[config.mk]
export PLATFORM = sky130hd
export DESIGN_NAME = nanprop_minmax
export DESIGN_NICKNAME = d
export VERILOG_FILES = /design/src/rtl/nanprop_minmax_pkg.sv /design/src/rtl/nmm_decode.sv /design/src/rtl/nmm_classify.sv /design/src/rtl/nmm_order.sv /design/src/rtl/nanprop_minmax.sv
export SDC_FILE = /design/constraint.sdc
export NUM_CORES = 1
export LEC_CHECK = 0
export ABC_AREA = 1
export BUFFER_PORTS_ARGS = -buffer_cell sky130_fd_sc_hd__buf_2
export CAP_MARGIN = 25
export CELL_PAD_IN_SITES_DETAIL_PLACEMENT = 2
export CELL_PAD_IN_SITES_GLOBAL_PLACEMENT = 2
export CORE_MARGIN = 10
export CORE_UTILIZATION = 20
export DETAILED_ROUTE_END_ITERATION = 16
export MAX_ROUTING_LAYER = met4
export PLACE_DENSITY = 0.95
export REMOVE_ABC_BUFFERS = 1
export SYNTH_ARGS = -nofsm -noshare
export SYNTH_HDL_FRONTEND = slang
export SYNTH_HIERARCHICAL = 1
export SYNTH_SLANG_ARGS = --single-unit
[constraint.sdc]
create_clock -name vclk -period 2.8
set_clock_uncertainty 0.05 [all_clocks]
set_input_delay 0.42 -clock vclk [all_inputs]
set_output_delay 0.42 -clock vclk [all_outputs]
set_load 0.005 [all_outputs]
[src/rtl/nanprop_minmax_pkg.sv]
package nanprop_minmax_pkg;

    localparam int unsigned EXP_W  = 8;
    localparam int unsigned MAN_W  = 23;
    localparam int unsigned WORD_W = 1 + EXP_W + MAN_W;
    localparam int unsigned MAG_W  = EXP_W + MAN_W;
    localparam int unsigned QBIT   = MAN_W - 1;

    localparam logic [6:0] OPC_FPU  = 7'b1010011;
    localparam logic [2:0] FN3_MIN  = 3'b010;
    localparam logic [2:0] FN3_MAX  = 3'b011;
    localparam logic [6:0] FN7_SGL  = 7'b0010100;
    localparam logic [6:0] FN7_DBL  = 7'b0010101;
    localparam logic [6:0] FN7_HLF  = 7'b0010110;

    typedef struct packed {
        logic             sign;
        logic [EXP_W-1:0] expo;
        logic [MAN_W-1:0] man;
    } sp_t;

    typedef enum logic [1:0] {
        FMT_SINGLE = 2'b00,
        FMT_DOUBLE = 2'b01,
        FMT_HALF   = 2'b10,
        FMT_NONE   = 2'b11
    } fmt_e;

    localparam sp_t CANON_NAN = '{sign: 1'b0,
                                  expo: {EXP_W{1'b1}},
                                  man:  {1'b1, {(MAN_W-1){1'b0}}}};

    // Unsigned compare of exponent and mantissa taken as one field.
    function automatic logic mag_below(sp_t x, sp_t y);
        return {x.expo, x.man} < {y.expo, y.man};
    endfunction

    function automatic logic mag_is_zero(sp_t x);
        return {x.expo, x.man} == {MAG_W{1'b0}};
    endfunction

endpackage

[src/rtl/nmm_decode.sv]
module nmm_decode
    import nanprop_minmax_pkg::*;
(
    input  logic [6:0] opc_i,
    input  logic [2:0] fn3_i,
    input  logic [6:0] fn7_i,
    output fmt_e       fmt_o,
    output logic       sel_max_o,
    output logic       illegal_o
);

    logic opc_ok;
    logic fn3_ok;
    fmt_e fmt_raw;

    assign opc_ok = (opc_i == OPC_FPU);
    assign fn3_ok = (fn3_i == FN3_MIN) || (fn3_i == FN3_MAX);

    always_comb begin
        unique case (fn7_i)
            FN7_SGL: fmt_raw = FMT_SINGLE;
            FN7_DBL: fmt_raw = FMT_DOUBLE;
            FN7_HLF: fmt_raw = FMT_HALF;
            default: fmt_raw = FMT_NONE;
        endcase
    end

    assign illegal_o = !opc_ok || !fn3_ok || (fmt_raw == FMT_NONE);
    assign fmt_o     = illegal_o ? FMT_NONE : fmt_raw;
    assign sel_max_o = !illegal_o && (fn3_i == FN3_MAX);

    always_comb begin
        // a maximum is only reported for an accepted encoding
        p_max_needs_legal_r3: assert (!sel_max_o || !illegal_o)
            else $error("max select raised on illegal word");
        // the format code and the illegal flag agree
        p_illegal_fmt_r1: assert (illegal_o == (fmt_o == FMT_NONE))
            else $error("format code disagrees with illegal flag");
    end

endmodule

[src/rtl/nmm_classify.sv]
module nmm_classify
    import nanprop_minmax_pkg::*;
(
    input  sp_t  op_i,
    output logic nan_o,
    output logic snan_o
);

    logic exp_full;
    logic man_nz;

    assign exp_full = &op_i.expo;
    assign man_nz   = |op_i.man;
    assign nan_o    = exp_full && man_nz;
    assign snan_o   = nan_o && !op_i.man[QBIT];

endmodule

[src/rtl/nmm_order.sv]
module nmm_order
    import nanprop_minmax_pkg::*;
(
    input  sp_t  a_i,
    input  sp_t  b_i,
    output logic a_lt_b_o
);

    always_comb begin
        if (a_i.sign != b_i.sign) begin
            // differing signs: the negative one is lower, -0 included
            a_lt_b_o = a_i.sign;
        end else if (!a_i.sign) begin
            a_lt_b_o = mag_below(a_i, b_i);
        end else begin
            a_lt_b_o = mag_below(b_i, a_i);
        end
    end

endmodule

[src/rtl/nanprop_minmax.sv]
module nanprop_minmax
    import nanprop_minmax_pkg::*;
(
    input  logic [6:0]        opc_i,
    input  logic [2:0]        fn3_i,
    input  logic [6:0]        fn7_i,
    input  logic [WORD_W-1:0] opa_i,
    input  logic [WORD_W-1:0] opb_i,
    output logic [WORD_W-1:0] res_o,
    output logic              invalid_o,
    output logic [1:0]        fmt_o,
    output logic              sel_max_o,
    output logic              illegal_o
);

    localparam int unsigned N_OPS = 2;

    fmt_e           fmt_dec;
    sp_t            ops [N_OPS];
    logic [N_OPS-1:0] nan_v;
    logic [N_OPS-1:0] snan_v;
    logic           any_nan;
    logic           any_snan;
    logic           a_lt_b;
    logic           active;
    sp_t            pick;

    nmm_decode u_dec (
        .opc_i     (opc_i),
        .fn3_i     (fn3_i),
        .fn7_i     (fn7_i),
        .fmt_o     (fmt_dec),
        .sel_max_o (sel_max_o),
        .illegal_o (illegal_o)
    );

    assign ops[0] = sp_t'(opa_i);
    assign ops[1] = sp_t'(opb_i);

    generate
        for (genvar g = 0; g < N_OPS; g++) begin : g_cls
            nmm_classify u_cls (
                .op_i   (ops[g]),
                .nan_o  (nan_v[g]),
                .snan_o (snan_v[g])
            );
        end
    endgenerate

    nmm_order u_ord (
        .a_i      (ops[0]),
        .b_i      (ops[1]),
        .a_lt_b_o (a_lt_b)
    );

    assign any_nan  = |nan_v;
    assign any_snan = |snan_v;
    assign active   = !illegal_o && (fmt_dec == FMT_SINGLE);

    always_comb begin
        if (sel_max_o) pick = a_lt_b ? ops[1] : ops[0];
        else           pick = a_lt_b ? ops[0] : ops[1];
    end

    always_comb begin
        if (!active)      res_o = '0;
        else if (any_nan) res_o = CANON_NAN;
        else              res_o = pick;
    end

    assign invalid_o = active && any_snan;
    assign fmt_o     = fmt_dec;

    always_comb begin
        // a NaN on either side yields the canonical NaN
        p_nan_canon_r4: assert (!(active && any_nan) || res_o == CANON_NAN)
            else $error("NaN operand did not give canonical NaN");
        // with no NaN the result is one of the two operands
        p_pick_operand_r6: assert (!(active && !any_nan) ||
                                   res_o == opa_i || res_o == opb_i)
            else $error("result is neither operand");
        // zeros of opposite sign order by sign
        p_signed_zero_r7: assert (!(active && mag_is_zero(ops[0]) &&
                                    mag_is_zero(ops[1]) &&
                                    ops[0].sign != ops[1].sign) ||
                                  res_o[WORD_W-1] == !sel_max_o)
            else $error("signed zero ordering broken");
        // the invalid flag only comes with a NaN result
        p_flag_with_nan_r5: assert (!invalid_o || res_o == CANON_NAN)
            else $error("invalid flag without NaN result");
        // inactive formats keep the datapath quiet
        p_inactive_quiet_r9: assert (active || (res_o == '0 && !invalid_o))
            else $error("inactive datapath drove output");
    end

endmodule

==> flow_metrics.tcl <==
set metrics [dict create \
    drtIter0Drc 171 \
    seq_area_frac_synth 0 \
    port_buffers 118 \
    crit_family "simple AND/OR/NAND/NOR gates" \
    nets 683 \
    wl_per_cell_microns 25.7 \
    die_w_microns 118 \
    max-vdd-ir-drop_uv 63.3 \
    cpMaxStageDelayCell "ha_1" \
    p_leak_uw 0.00224 \
    slowest_delay_ns 0.32 \
    status "finished, violations left" \
    drive_gt1_frac 0.659 \
    setup_tns_ns -10.80 \
    start_util 0.207 \
    die-area_sq_um 13900 \
    gp_congestion 0.863 \
    power_density_nw_per_um2 188 \
    relSlewSlack 0.643 \
    grt_max_degree 24 \
    worstSetupPathType "primary input to output pin" \
    viasPerCell 4.92 \
    worst-slew-pin-transition_ns 0.536 \
    ios 118 \
    netlist_instances 380 \
    critPathCaptureType "output pin" \
    grt_pass1_vias 4161 \
    seq_area_sq_um 0 \
    antenna_found_initial 1 \
    hold_path.class "primary input to output pin" \
    synth_area_sq_um 1920 \
    crit_chain "buf_2 -> inv_1 -> ha_1 -> buf_4 -> nand2_1 -> clkinv_1 -> nand4_1 -> nor2_1 -> nand3_1 -> nand2_2 -> nand2_2 -> nand2_2 -> inv_4 -> inv_4 -> nand2_8 -> nand2_8 -> clkinv_8 -> buf_12 -> nor2_4 -> nor2_2 -> buf_2" \
    failed_checks "setup timing" \
    grt.overflow.total 0 \
    power.total_uw 826 \
    drv_cap 0 \
    post-place-cells 685 \
    yosys_warnings 6 \
    routed_wl_microns 18000 \
    layout-area-overhead-vs-synth_pct 128 \
    ant_nets 0 \
    coreArea_sq_um 9280 \
    path_max_fanout 8 \
    postLayoutCoreUtil 0.473 \
    cp.depth 21 \
    cp.arrival_ns 2.74 \
    final_common_cell "buf_2" \
    num_rows 35 \
    layout.cells.non_filler 699 \
    die_y_microns 118 \
    avgSynthCellArea_sq_um 5.05 \
    startpoint "opa_i[1]" \
    crit_required_ns 2.33 \
    synth_cell_types 23 \
    hold_buffers 0 \
    dpl_worst_slack_ns -0.346 \
    hold_viol 0 \
    fmax_mhz 312 \
    cpMostUsedCell "nand2_2" \
    critPathCapture "res_o[9]" \
    finalCritPeriodShare 1.14 \
    rsz0062_at_grt "yes" \
    drv_slew 0 \
    setup_ws_ns -0.406 \
    final_cell_mix "buf_2, buf_4, nand2_1" \
    track_usage 0.228 \
    grt_pass1_wl_microns 25000 \
    fin_crit_ns 3.21 \
    clkbuf_count 0 \
    finalSetupViolations 32 \
    drc 0 \
    critPathBufInv 9 \
    drtPass1Iterations 4 \
    start_kind "primary input" \
    vias 3438 \
    hpwl_microns 10100 \
    seq_cells 0 \
]
==> cells by family (layout without fill, tap and decap cells) <==
kind of cell | after synthesis | in the layout | share of synthesized area
fa+ha+maj | 31 | 31 | 0.202
other cells | 0 | 1 | 0
simple gates | 231 | 231 | 0.532
buf+inv | 83 | 272 | 0.172
compound gates | 35 | 35 | 0.0938
==> cells in the mapped netlist <==
cell type	n	area [sq um]
nor2_1	86	323
nand2_1	80	300
inv_1	67	251
nand3_1	36	180
ha_1	31	388
o21ai_1	23	115
a21oi_1	10	50.1
nor2_2	9	56.3
nand4_1	7	43.8
inv_2	5	18.8
clkinv_1	4	15.0
nand2_2	3	18.8
nand2_4	3	33.8
nor2_4	3	33.8
a21o_1	2	15.0
buf_2	2	10.0
buf_4	2	15.0
clkbuf_4	2	15.0
clkinv_2	1	5.00
nand3_2	1	10.0
nand3b_1	1	7.51
nor3_1	1	5.00
nor3_2	1	10.0
==> per-stage QoR <==
step                      hold WS, ns  instance area, sq um
after floorplan                 0.896                  1880
after global placement           1.12                  3160
after detailed placement         1.13                  3160
after CTS                        1.11                  4090
after global routing             1.18                  4390
final                            1.14                  4390
==> report_power, final <==
part	switching (uW)	internal, uW	total, uW
logic	448	379	826
registers	0	0	0
clock network	0	0.0000479	0.0000479
==> timing repair <==
action                                  in CTS  in global routing
gates resized for setup                    163                 89
setup buffers                               10                  3
endpoints found under the setup margin      32                 32
pin swaps                                   45                 34
cloned                                       4                  0
==> worst min-delay path: cells and delay by family <==
family,cells,cell delay (ns)
simple gates,2,0.15
buf+inv,2,0.21
==> layer usage <==
metal / routed length [microns] / vias up / track usage
met5: 0 / - / -
met4: 443 / 0 / 0.0742
met3: 517 / 32 / 0.0317
met2: 9860 / 117 / 0.437
met1: 7180 / 1718 / 0.230
li1: - / 1571 / -
==> how the worst min path moves through the flow <==
stage / startpoint / to / slack, ns / depth (start not counted)
6_report: fn7_i[0] / fmt_o[0] / 1.14 / 4
5_1_grt: fn7_i[0] / fmt_o[0] / 1.18 / 4
4_1_cts: opa_i[21] / res_o[21] / 1.11 / 4
3_5_place_dp: fn7_i[0] / fmt_o[0] / 1.13 / 4
3_3_place_gp: fn7_i[1] / fmt_o[1] / 1.12 / 4
2_1_floorplan: fn3_i[0] / sel_max_o / 0.90 / 2
==> area by class of cell <==
cell class	instances	area [sq um]
diodes	1	2.50
repair buffers	195	1480
inverters	77	324
fillers	1076	4900
well taps	129	161
multi-input cells	297	2420
Note: power is estimated with default switching activity, not from simulation.
